==> src/rtl/i2c_adet_pkg.sv <==
package i2c_adet_pkg;
   typedef enum logic [2:0] {
      ST_IDLE = 3'd0,
      ST_ADDR = 3'd1,
      ST_CHK  = 3'd2,
      ST_ACK  = 3'd3,
      ST_WAIT = 3'd4
   } adet_state_e;

   // bus lines idle high; synchroniser and edge history reset to it
   localparam logic BUS_IDLE = 1'b1;
endpackage

==> src/rtl/i2c_adet_sync.sv <==
module i2c_adet_sync #(
   parameter int STAGES = 2,
   parameter int W      = 2
) (
   input  logic         clk,
   input  logic         rst_n,
   input  logic [W-1:0] d_i,
   output logic [W-1:0] q_o
);
   import i2c_adet_pkg::*;

   if (STAGES < 2) begin : g_bad_stages
      $error("i2c_adet_sync: STAGES must be at least 2");
   end

   for (genvar g = 0; g < STAGES; g++) begin : g_st
      logic [W-1:0] q;
      if (g == 0) begin : g_first
         always_ff @(posedge clk or negedge rst_n) begin
            if (!rst_n) q <= {W{BUS_IDLE}};
            else        q <= d_i;
         end
      end else begin : g_next
         always_ff @(posedge clk or negedge rst_n) begin
            if (!rst_n) q <= {W{BUS_IDLE}};
            else        q <= g_st[g-1].q;
         end
      end
   end

   assign q_o = g_st[STAGES-1].q;
endmodule

==> src/rtl/i2c_adet_cond.sv <==
module i2c_adet_cond (
   input  logic clk,
   input  logic rst_n,
   input  logic scl_s,
   input  logic sda_s,
   output logic start_o,
   output logic stop_o,
   output logic rise_o,
   output logic fall_o
);
   import i2c_adet_pkg::*;

   logic scl_d, sda_d;

   always_ff @(posedge clk or negedge rst_n) begin
      if (!rst_n) begin
         scl_d <= BUS_IDLE;
         sda_d <= BUS_IDLE;
      end else begin
         scl_d <= scl_s;
         sda_d <= sda_s;
      end
   end

   assign start_o = scl_s &  sda_d & ~sda_s;
   assign stop_o  = scl_s & ~sda_d &  sda_s;
   assign rise_o  = scl_s & ~scl_d;
   assign fall_o  = ~scl_s & scl_d;
endmodule

==> src/rtl/i2c_adet_match.sv <==
module i2c_adet_match #(
   parameter int ADDR_W = 7,
   parameter bit GC_EN  = 1'b1
) (
   input  logic [ADDR_W:0]   frame_i,
   input  logic [ADDR_W-1:0] own_addr_i,
   output logic              sv_hit_o,
   output logic              gc_hit_o
);
   assign sv_hit_o = (frame_i[ADDR_W:1] == own_addr_i);

   if (GC_EN) begin : g_gc
      assign gc_hit_o = (frame_i == '0);
   end else begin : g_no_gc
      assign gc_hit_o = 1'b0;
   end
endmodule

==> src/rtl/i2c_addr_detect.sv <==
module i2c_addr_detect #(
   parameter int ADDR_W      = 7,
   parameter int SYNC_STAGES = 2,
   parameter bit GC_EN       = 1'b1
) (
   input  logic              clk,
   input  logic              rst_n,
   input  logic              scl_i,
   input  logic              sda_i,
   input  logic [ADDR_W-1:0] own_addr_i,
   input  logic              en_set_i,
   input  logic              dis_set_i,
   input  logic              stat_rd_i,
   output logic              sda_pull_o,
   output logic              slv_acc_o,
   output logic              gc_acc_o,
   output logic              rd_dir_o,
   output logic              idle_o
);
   import i2c_adet_pkg::*;

   localparam int FRAME_W = ADDR_W + 1;
   localparam int CNT_W   = $clog2(FRAME_W);
   localparam logic [CNT_W-1:0] LAST_BIT = CNT_W'(FRAME_W - 1);

   if (ADDR_W < 1 || ADDR_W > 10) begin : g_bad_addr_w
      $error("i2c_addr_detect: ADDR_W out of range 1..10");
   end

   logic [1:0]         sync_q;
   logic               scl_s, sda_s;
   logic               start_w, stop_w, rise_w, fall_w;
   logic               sv_hit, gc_hit, ack_go;
   logic               enabled;
   adet_state_e        state;
   logic [CNT_W-1:0]   bit_cnt;
   logic [ADDR_W:0]    frame;

   i2c_adet_sync #(.STAGES(SYNC_STAGES), .W(2)) u_sync (
      .clk(clk), .rst_n(rst_n), .d_i({scl_i, sda_i}), .q_o(sync_q)
   );
   assign scl_s = sync_q[1];
   assign sda_s = sync_q[0];

   i2c_adet_cond u_cond (
      .clk(clk), .rst_n(rst_n), .scl_s(scl_s), .sda_s(sda_s),
      .start_o(start_w), .stop_o(stop_w), .rise_o(rise_w), .fall_o(fall_w)
   );

   i2c_adet_match #(.ADDR_W(ADDR_W), .GC_EN(GC_EN)) u_match (
      .frame_i(frame), .own_addr_i(own_addr_i),
      .sv_hit_o(sv_hit), .gc_hit_o(gc_hit)
   );

   // acknowledge decision: end of the last address bit, bus still owned
   assign ack_go = enabled && !dis_set_i && !stop_w && !start_w &&
                   (state == ST_CHK) && fall_w && (sv_hit || gc_hit);

   always_ff @(posedge clk or negedge rst_n) begin
      if (!rst_n)         enabled <= 1'b0;
      else if (dis_set_i) enabled <= 1'b0;
      else if (en_set_i)  enabled <= 1'b1;
   end

   always_ff @(posedge clk or negedge rst_n) begin
      if (!rst_n) begin
         state      <= ST_IDLE;
         bit_cnt    <= '0;
         frame      <= '0;
         sda_pull_o <= 1'b0;
         idle_o     <= 1'b1;
      end else if (dis_set_i || !enabled || stop_w) begin
         state      <= ST_IDLE;
         sda_pull_o <= 1'b0;
         idle_o     <= 1'b1;
      end else if (start_w) begin
         state      <= ST_ADDR;
         bit_cnt    <= '0;
         sda_pull_o <= 1'b0;
         idle_o     <= 1'b0;
      end else begin
         unique case (state)
            ST_ADDR: if (rise_w) begin
               frame <= {frame[ADDR_W-1:0], sda_s};
               if (bit_cnt == LAST_BIT) state <= ST_CHK;
               else                     bit_cnt <= bit_cnt + 1'b1;
            end
            ST_CHK: if (fall_w) begin
               if (ack_go) begin
                  sda_pull_o <= 1'b1;
                  state      <= ST_ACK;
               end else begin
                  state <= ST_WAIT;
               end
            end
            ST_ACK: if (fall_w) begin
               sda_pull_o <= 1'b0;
               state      <= ST_WAIT;
            end
            default: ;
         endcase
      end
   end

   always_ff @(posedge clk or negedge rst_n) begin
      if (!rst_n) begin
         slv_acc_o <= 1'b0;
         gc_acc_o  <= 1'b0;
         rd_dir_o  <= 1'b0;
      end else if (ack_go) begin
         slv_acc_o <= slv_acc_o | sv_hit;
         gc_acc_o  <= gc_acc_o | gc_hit;
         if (sv_hit) rd_dir_o <= frame[0];
      end else if (stat_rd_i && idle_o) begin
         slv_acc_o <= 1'b0;
         gc_acc_o  <= 1'b0;
         rd_dir_o  <= 1'b0;
      end
   end


   pull_in_xfer_chk: assert property (@(posedge clk) disable iff (!rst_n)
      sda_pull_o |-> !idle_o);

   pull_needs_hit_chk: assert property (@(posedge clk) disable iff (!rst_n)
      $rose(sda_pull_o) |-> (slv_acc_o || gc_acc_o));

   sv_clear_chk: assert property (@(posedge clk) disable iff (!rst_n)
      $fell(slv_acc_o) |-> $past(stat_rd_i && idle_o));

   gc_clear_chk: assert property (@(posedge clk) disable iff (!rst_n)
      $fell(gc_acc_o) |-> $past(stat_rd_i && idle_o));

   dis_release_chk: assert property (@(posedge clk) disable iff (!rst_n)
      dis_set_i |=> (!sda_pull_o && idle_o));

   off_quiet_chk: assert property (@(posedge clk) disable iff (!rst_n)
      !enabled |=> (!sda_pull_o && $stable(slv_acc_o | gc_acc_o) || !slv_acc_o && !gc_acc_o));
endmodule

==> config.mk <==
export PLATFORM = sky130hd
export DESIGN_NAME = i2c_addr_detect
export DESIGN_NICKNAME = d
export VERILOG_FILES = /design/src/rtl/i2c_adet_pkg.sv /design/src/rtl/i2c_adet_sync.sv /design/src/rtl/i2c_adet_cond.sv /design/src/rtl/i2c_adet_match.sv /design/src/rtl/i2c_addr_detect.sv
export SDC_FILE = /design/constraint.sdc
export NUM_CORES = 1
export LEC_CHECK = 0
export ABC_AREA = 1
export BUFFER_PORTS_ARGS = -buffer_cell sky130_fd_sc_hd__buf_2
export CAP_MARGIN = 0
export CORE_UTILIZATION = 60
export CTS_CLUSTER_SIZE = 16
export DETAILED_ROUTE_END_ITERATION = 8
export GPL_TIMING_DRIVEN = 0
export PLACE_DENSITY_LB_ADDON = 0.12
export SETUP_SLACK_MARGIN = 0.02
export SLEW_MARGIN = 20
export SYNTH_ARGS = -nofsm -noshare
export SYNTH_HDL_FRONTEND = slang
export SYNTH_HIERARCHICAL = 1
export SYNTH_SLANG_ARGS = --single-unit
export TNS_END_PERCENT = 10
==> constraint.sdc <==
create_clock -name clk -period 4.04 [get_ports clk]
set_input_delay 0.606 -clock clk [delete_from_list [all_inputs] [get_ports clk]]
set_output_delay 0.606 -clock clk [all_outputs]
set_load 0.05 [all_outputs]
==> impl_metrics.ini, run 1 <==
[yosys]
yosysWarnings = 6
syn-num-nets = 181
synthFlopType = dfrtp_1
synth.avg_cell_area_um2 = 8.22
synth_edf_count = 0
synth.distinct_cells = 24
ys_ff_latch = 26
synth_top_area_share_pct = 35.1
synth_area_leader_cell = dfrtp_1
synthArstFlopShare_pct = 100
synth_cells = 165
ys_seq_area_share_pct = 48.6
synth.area.top_cells = dfrtp_1 35%, nand2_1 14%, dfstp_2 14%
syn_area_um2 = 1360

[sta]
rsz0062_at_grt = no
relSlewSlack_pct = 62.4
maxSlewViolCount = 0
skew_ns = 0.00678
hold_slack_ns = 0.243
setup_violations = 0
setup_tns_ns = 0
tightest_slew_ns = 0.564
max_freq_mhz = 568
hold_viol_final = 0
min_period_over_period_pct = 43.6
post-route-min-period_ns = 1.76
timing.final.ws_setup_ns = 2.28

[finish]
stdcell_count = 214
mostFrequentLayoutCells = 50 x nand2_1, 27 x inv_1, 19 x dfrtp_1
diodes = 0
syn_to_final_growth_pct = 11.8
layout-drive-gt1-share_pct = 24.1
nNetsFinal = 204
final_area_um2 = 1520
fillers = 166
layout_commonest_cell = nand2_1

[clocking]
clock_sinks = 26
cts_made_buffers = 3
cts_buffer_depth = 2
cts_resized = 0
ctsHoldBuffers = 0
cts_setup_buffers = 0
cts_tree = done
htreeDepth = 1
ctsRootBufferMaster = clkbuf_4
clock_latency_ns = 0.33
clk_pin_slew_ns = 0.14

[detailed_routing]
drt.antenna.violating_nets = 0
top_layer_used = met4
viasPerCell = 5.07
finalWirelength_mm = 2.44
wl_met2_mm = 1.19
vias = 1085
wl_per_cell_um = 11.4
dr.pass1.iters = 4
drtIter0Drc = 20
m1WireLength_mm = 1.15
route.met3.wl_um = 63
drc = 0

[critical_path]
crit_family = flip-flops
crit_fanout = 3
worst_ep_required_time_ns = 3.43
start_kind = flop
reg2reg_depth = 12
cp.arrival_ns = 1.15
end_kind = output port
path_cells = buf_2
crit_buf_inv = 1
cp-startpoint = idle_o
cp_slowest_cell = dfstp_2
worstReg2RegStart = frame[4]
path_depth = 1
critPathKind = flop to output port
worst-r2r-setup-slack_ns = 2.28
slowest_delay_ns = 0.57

[global_routing]
grt_pass1_wl_mm = 4.33
grt_start_max_net_pins = 27
overflow = 0
antenna_found_initial = 0
grt_pass1_vias = 1068
globalRouteTotalUtil_pct = 23.5

[power_and_ir_drop]
p_leak_nw = 0.838
ir_worst_vdd_v = 0.000230
p_int_w = 0.000343
seqPwrFrac_pct = 60.5
p_switching_w = 0.000116
power_density_nw_per_um2 = 302
power_frac_clock_pct = 29.2
power_frac_comb_pct = 10.3
netSwitchingFraction_pct = 25.2

[status]
status = finished clean

[worst_hold_path]
min_path_type = primary input to async pin

[placement]
dp.cells = 210
dp_hpwl_mm = 1.82
numPortBuffers = 18
gp_routability_congestion = 0.821
dpl_worst_slack_ns = 2.03
placed_area_um2 = 1480

[floorplan]
die_x_um = 49.5
boundaryPins = 19
dieArea_um2 = 2450
initial_core_util_pct = 66.4
core_um2 = 2040
rows = 16
die_y_um = 49.5

[job]
max_cap_viol_count = 0
-- synthesized netlist by cell type (2+ instances only) --
master	instances
o21ai_2	4
inv_1	27
o21ai_0	3
dfstp_2	7
dfrtp_1	19
a21oi_1	2
nand3_1	13
nand2_1	50
nor2_4	2
nand3_4	3
nor2_1	18
a21oi_2	4
ha_1	2
-- through the flow --
stage	utilization [%]	power, W
6_report	74.3	0.000458
5_1_grt	74.3	0.000477
4_1_cts	74.3	0.000460
3_5_place_dp	72.5	0.000329
3_3_place_gp	72.5	0.000326
2_1_floorplan	-	0.000310
-- final cells by class --
| class | instances | area (um2) | share of cell area (%) |
|---|---|---|---|
| repair buffers | 18 | 90.1 | 5.94 |
| well taps | 27 | 33.8 | 2.23 |
| multi-input cells | 110 | 576 | 38.0 |
| flip-flops and latches | 26 | 659 | 43.5 |
| clock buffers | 4 | 36.3 | 2.39 |
| plain buffers | 1 | 11.3 | 0.743 |
| inverters | 28 | 110 | 7.26 |
-- flip-flops by register name (all words and copies together) (netlist names) --
register and count:
slv_acc_o 1, idle_o 1, gc_acc_o 1, u_cond/sda_d 1
u_cond/scl_d 1, u_sync/g_st.q 2, u_sync/q_o 2, state 3
frame 8, sda_pull_o 1, rd_dir_o 1, bit_cnt 3
enabled 1
-- metal layers --
layer	vias to the layer above	track usage, %
li1	558	-
met1	507	28.0
met2	14	42.1
met3	6	3.70
met4	0	8.57
met5	-	0
-- power by group through the flow --
stage          logic (W)  clock network, W  registers, W
6_report       0.0000472          0.000134      0.000277
5_1_grt        0.0000537          0.000145      0.000278
4_1_cts        0.0000473          0.000136      0.000277
3_5_place_dp   0.0000471                 0      0.000282
3_3_place_gp   0.0000447                 0      0.000281
2_1_floorplan  0.0000292                 0      0.000281
-- cell families after synthesis --
| group | synth area share (%) |
|---|---|
| AND/OR/NAND/NOR | 31.0 |
| buffers and inverters | 8.95 |
| flip-flops | 48.6 |
| AO/OA/AOI/OAI | 8.95 |
| adder cells (fa/ha/maj) | 1.84 |
| XOR/XNOR | 0.646 |
-- worst paths after layout --
| kind | end |
|---|---|
| worst max register to register | rd_dir_o |
| worst max-delay path | idle_o |
| max in group asynchronous | u_cond/scl_d |
| worst min register to register | u_sync/q_o[0] |
| min in group clk | u_sync/g_st[0].q[1] |
| worst min-delay path | state[1] |
Note: power is estimated with default switching activity, not from simulation.
==> run 2, diff against run 1 <==
Settings changed: ABC_AREA 1 to 0, CORE_UTILIZATION 60 to 54.
Clock period 4.04 ns to 1.8 ns, I/O delays scaled along.
==> run 2 against run 1 <==
Against the previous run:
- the flow now finishes with violations (setup timing)
- clock skew down 0.0020 ns
- sequential share of layout area down 0.46 points
- core utilization down 4.3 points
- largest cell class unchanged
- total power up 140%
- critical path depth up 4
- highest routed layer unchanged
==> impl_metrics.ini, run 2 <==
[sta]
setup_tns_ns = -0.0869
setup_violations = 2
maxSlewViolCount = 0
rsz0062_at_grt = yes
timing.final.ws_setup_ns = -0.0738
tightest_slew_ns = 0.572
max_freq_mhz = 534
post-route-min-period_ns = 1.87
relSlewSlack_pct = 61.8
min_period_over_period_pct = 104
hold_viol_final = 0
skew_ns = 0.00475

[critical_path]
worstReg2RegStart = u_cond/scl_d
worst_ep_required_time_ns = 2.04
cp-startpoint = u_cond/scl_d
path_cells = nor2b_1 > nor4bb_1 > clkbuf_2 > a31oi_2 > o31ai_2
slowest_delay_ns = 0.55
timing.rr.end = rd_dir_o
worst-r2r-setup-slack_ns = -0.07
end_kind = flop
start_kind = flop
critPathKind = flop to flop
cp.arrival_ns = 2.11
reg2reg_depth = 5
crit_fanout = 8
cp_slowest_cell = dfstp_2

[yosys]
yosysMostFrequentCell = dfrtp_1
synthSimpleGateAreaFrac_pct = 21.6
synth_compound_area_share_pct = 9.97
synth_area_leader_cell = dfrtp_1
yosysWarnings = 6
synth_cells = 101
ys_ff_latch = 26
ys_seq_area_share_pct = 53.1
synth.area.top_cells = dfrtp_1 38%, dfstp_2 15%, mux2_2 7.3%
synthArstFlopShare_pct = 100
synth_top_area_share_pct = 38.3
synth_mux_area_share_pct = 7.25
synth_edf_count = 0
synthTopCellsByCount = 19 x dfrtp_1, 8 x mux2_2, 7 x dfstp_2
synth_xor_xnor_area_share_pct = 4.93
synth.distinct_cells = 38
synthFlopType = dfrtp_1
syn-num-nets = 117
synth_top_family_by_area = simple AND/OR/NAND/NOR gates
syn_area_um2 = 1240
synthAdderAreaFrac_pct = 2.01
synth.avg_cell_area_um2 = 12.3

[worst_hold_path]
min_to = u_sync/g_st[0].q[0]
hp-start = sda_i
min_path_type = primary input to flop
whs_path_depth = 1

[clocking]
clock_sinks = 26
ctsRootBufferMaster = clkbuf_4
clk_pin_slew_ns = 0.15
htreeDepth = 1
cts_made_buffers = 3
cts_buffer_depth = 2
clock_latency_ns = 0.32
cts_tree = done

[finish]
layout-drive-gt1-share_pct = 48.8
fillers = 161
syn_to_final_growth_pct = 23.4
reg.largest.list = frame x8, bit_cnt x3, state x3
largest_reg_flops = 8
mostFrequentLayoutCells = 19 x dfrtp_1, 18 x buf_2, 8 x mux2_2
diodes = 0
layout_commonest_cell = dfrtp_1
nNetsFinal = 146
regMostFlops = frame

[placement]
numPortBuffers = 18
dp_hpwl_mm = 1.61
gp_routability_congestion = 0.822

[floorplan]
boundaryPins = 19
die_y_um = 50.0
core_um2 = 2190
initial_core_util_pct = 56.7
dieArea_um2 = 2500
rows = 17
die_x_um = 50.0

[global_routing]
grt_pass1_wl_mm = 3.79
grt_start_max_net_pins = 27
overflow = 0
antenna_found_initial = 0
grt_pass1_vias = 856
globalRouteTotalUtil_pct = 20.4

[detailed_routing]
dr.pass1.iters = 4
drt.antenna.violating_nets = 0
top_layer_used = met4
route.met3.wl_um = 55
finalWirelength_mm = 2.35
m1WireLength_mm = 1.05
drtIter0Drc = 12
wl_met2_mm = 1.21
drc = 0
wl_per_cell_um = 15.0
vias = 891
viasPerCell = 5.68

[power_and_ir_drop]
power_density_nw_per_um2 = 720
ir_worst_vdd_v = 0.000904
p_total_w = 0.00110
p_leak_nw = 0.700

[job]
max_cap_viol_count = 0

[status]
violations = setup timing
status = finished, violations left
run 2: cell types whose count changed after synthesis, sizes merged, moves of 4 or more:
| cell | change |
|---|---|
| nand2 | -46 |
| inv | -25 |
| nand3 | -16 |
| o21ai | -8 |
| and2 | +4 |
| nor2 | -14 |
| mux2 | +8 |
| nand2b | +4 |
run 2: cell families (layout without fill, tap and decap cells):
group | after synthesis | after routing
XOR/XNOR | 7 | 7
multiplexers | 8 | 8
flip-flops | 26 | 26
adder cells (fa/ha/maj) | 2 | 2
buffers and inverters | 4 | 32
AO/OA/AOI/OAI | 16 | 16
AND/OR/NAND/NOR | 38 | 38
run 2: repair_timing:
| action | in CTS | in global routing |
|---|---|---|
| endpoints found under the hold margin | 19 | 0 |
| buffers inserted | 1 | 5 |
| cloned | 0 | 0 |
| pin swaps | 1 | 1 |
| resized for setup | 4 | 10 |
| setup endpoints to repair | 15 | 16 |
| hold buffers | 1 | 0 |
run 2: report_power, final:
group          internal [W]   total, W  switching (W)  leakage (nW)
clock network      0.000225   0.000405       0.000180        0.0279
registers          0.000601   0.000608     0.00000711         0.322
logic             0.0000425  0.0000902      0.0000478         0.350
total              0.000868    0.00110       0.000234         0.700
run 2: area by class of cell:
cell class	instances	area, um2	area share, %
Buffer	1	5.00	0.327
Sequential cell	26	659	43.0
Tap cell	28	35.0	2.29
Clock inverter	1	30.0	1.96
Clock buffer	3	22.5	1.47
Timing Repair Buffer	25	145	9.47
Inverter	2	7.51	0.490
Multi-Input combinational cell	71	628	41.0
run 2: metrics by stage:
step / cells / hold slack [ns] / setup WS, ns / utilization [%] / instance area (um2)
2_1_floorplan: 101 / -0.0256 / 0.0347 / - / 1240
3_3_place_gp: 147 / 0.287 / -0.163 / 62.4 / 1370
3_5_place_dp: 147 / 0.298 / -0.179 / 62.4 / 1370
4_1_cts: 152 / 0.0217 / -0.0134 / 66.0 / 1450
5_1_grt: 157 / -0.0136 / -0.137 / 70.0 / 1530
6_report: 157 / 0.0256 / -0.0738 / 70.0 / 1530
run 2: how the worst max path moves through the flow:
stage	to	slack, ns
detailed placement	frame[3]	-0.18
global placement	frame[4]	-0.16
CTS	frame[3]	-0.01
floorplan	frame[0]	0.03
finish	rd_dir_o	-0.07
global route	rd_dir_o	-0.14
run 2: worst max-delay path: cells and delay by family, from the launching register on:
family                 cells  cell delay [ns]
AO/OA/AOI/OAI              2             0.38
buffers and inverters      1             0.27
flip-flops                 1             0.55
AND/OR/NAND/NOR            2             0.60
run 2: layer usage:
metal  global-route usage [%]  vias to the layer above
met5                        0                        -
met2                     36.9                       16
li1                         -                      427
met3                     3.09                        4
met1                     24.9                      444
met4                     5.24                        0
==> run 3, diff against run 2 <==
Settings changed: CORE_MARGIN from default to 1.5, CORE_UTILIZATION 54 to 58, CTS_BUF_LIST from default to sky130_fd_sc_hd__clkbuf_8.
==> run 3 against run 2 <==
Against the previous run:
- the flow now finishes without violations
- clock power is 18% higher
- critical path type unchanged
- first-iteration DRC count decreased by 75%
- core utilization grew 8.1 points
- total power increased by 6.8%
- critical endpoint is now bit_cnt[2]
- non-clock buffer count down 2
- hold slack improved by 0.061 ns
- maximum frequency rose by 5.1%
- combinational power is 2% higher
- global-route usage is 2.2 points higher
- die area shrank 2.7%
- sequential power is essentially flat
- wire length increased by 8.5%
==> impl_metrics.ini, run 3 (synthesized netlist as in run 2, its figures left out) <==
[sta]
max_freq_mhz = 561
hold_slack_ns = 0.0868
hold_viol_final = 0
rsz0062_at_grt = yes
post-route-min-period_ns = 1.78
setup_tns_ns = 0
relSlewSlack_pct = 64.3
maxSlewViolCount = 0
tightest_slew_ns = 0.536
min_period_over_period_pct = 99.0
setup_violations = 0
skew_ns = 0.00229

[clocking]
clock_sinks = 26
clk_pin_slew_ns = 0.09
clock_latency_ns = 0.27
cts_tree = done
htreeDepth = 1
ctsRootBufferMaster = clkbuf_8
cts_made_buffers = 3
cts_buffer_depth = 2

[floorplan]
initial_core_util_pct = 62.7
core_um2 = 1980
boundaryPins = 19
die_y_um = 49.3
die_x_um = 49.3
dieArea_um2 = 2430
rows = 16

[global_routing]
grt_start_max_net_pins = 27
grt_pass1_vias = 918
grt_use_met2_pct = 40.5
grt_pass1_wl_mm = 4.08
globalRouteTotalUtil_pct = 22.5
use_met1_pct = 26.1
overflow = 0
grt.met3_usage_pct = 3.37
antenna_found_initial = 0
grt_busiest_layer = met2

[finish]
final_area_um2 = 1550
regMostFlops = frame
fillers = 115
largest_reg_flops = 8
layout-drive-gt1-share_pct = 46.5
fin_util_pct = 78.1
syn_to_final_growth_pct = 24.6
mostFrequentLayoutCells = 19 x buf_2, 19 x dfrtp_1, 8 x mux2_2
nNetsFinal = 144
diodes = 0
reg.largest.list = frame x8, bit_cnt x3, state x3

[worst_hold_path]
min_to = u_sync/g_st[0].q[1]
whs_path_depth = 1
min_path_type = primary input to flop
hp-start = scl_i

[critical_path]
worst_ep_required_time_ns = 1.96
reg2reg_depth = 4
start_kind = flop
timing.rr.end = bit_cnt[2]
critPathKind = flop to flop
worstReg2RegStart = u_cond/sda_d
crit_fanout = 8
end_kind = flop
cp.arrival_ns = 1.94
worst-r2r-setup-slack_ns = 0.02

[detailed_routing]
viasPerCell = 5.82
finalWirelength_mm = 2.55
dr.pass1.iters = 4
drtIter0Drc = 3
drc = 0
drt.antenna.violating_nets = 0
wl_per_cell_um = 16.5
vias = 897

[placement]
dp_hpwl_mm = 1.72
gp_routability_congestion = 0.816
numPortBuffers = 18
placed_area_um2 = 1370

[power_and_ir_drop]
p_total_w = 0.00118
netSwitchingFraction_pct = 20.2
p_switching_w = 0.000238
power_density_nw_per_um2 = 761
p_int_w = 0.000940
p_leak_nw = 0.723
ir_worst_vdd_v = 0.000714
power_frac_clock_pct = 40.5
power_frac_comb_pct = 7.8
seqPwrFrac_pct = 51.7

[status]
status = finished clean

[job]
max_cap_viol_count = 0
[run 3: changes by cell type in the layout (fill, tap and decap cells not counted), sizes merged]
cell	delta
buf	-1
clkbuf	-1
[run 3: layout make-up]
cell class,instances,area [um2],area share (%)
plain buffers,1,5.00,0.323
clock buffers,3,41.3,2.67
clock inverters,1,30.0,1.94
inverters,2,7.51,0.485
multi-input cells,71,641,41.4
flip-flops and latches,26,659,42.6
well taps,27,33.8,2.18
repair buffers,23,130,8.41
[run 3: worst max-delay path: stages, from the launching register on]
cell     delay (ns)
dfstp_2        0.54
and3b_1        0.22
or3b_4         0.46
and2_0         0.18
a311o_1        0.27
[run 3: stage by stage]
stage	std cells	worst slack, ns
2_1_floorplan	101	0.0347
3_3_place_gp	146	-0.150
3_5_place_dp	146	-0.149
4_1_cts	153	0.0159
5_1_grt	154	-0.0391
6_report	154	0.0174
[run 3: per-layer routing]
metal | wire, um | vias to the layer above
li1 | - | 430
met1 | 1090 | 446
met2 | 1340 | 14
met3 | 52 | 7
met4 | 64 | 0
met5 | 0 | -
[run 3: repair_timing]
action | CTS | global route
buffers inserted | 3 | 1
endpoints found under the setup margin | 17 | 14
pin swaps | 4 | 3
resized for setup | 11 | 4
hold endpoints to repair | 19 | 0
hold buffers | 1 | 0
cloned | 0 | 0
[run 3: power by group through the flow]
| stage | clock network, W | registers, W | logic, W |
|---|---|---|---|
| 2_1_floorplan | 0 | 0.000618 | 0.0000384 |
| 6_report | 0.000477 | 0.000609 | 0.0000921 |
| 5_1_grt | 0.000503 | 0.000611 | 0.000101 |
| 4_1_cts | 0.000480 | 0.000609 | 0.0000881 |
| 3_3_place_gp | 0 | 0.000618 | 0.0000707 |
| 3_5_place_dp | 0 | 0.000619 | 0.0000742 |
[run 3: worst max path at each step]
stage / end / slack (ns) / start
finish: bit_cnt[2] / 0.02 / u_cond/sda_d
CTS: bit_cnt[0] / 0.02 / u_cond/sda_d
floorplan: frame[0] / 0.03 / u_sync/q_o[0]
global placement: rd_dir_o / -0.15 / u_sync/q_o[0]
detailed placement: frame[5] / -0.15 / u_sync/q_o[0]
global route: rd_dir_o / -0.04 / u_sync/q_o[0]
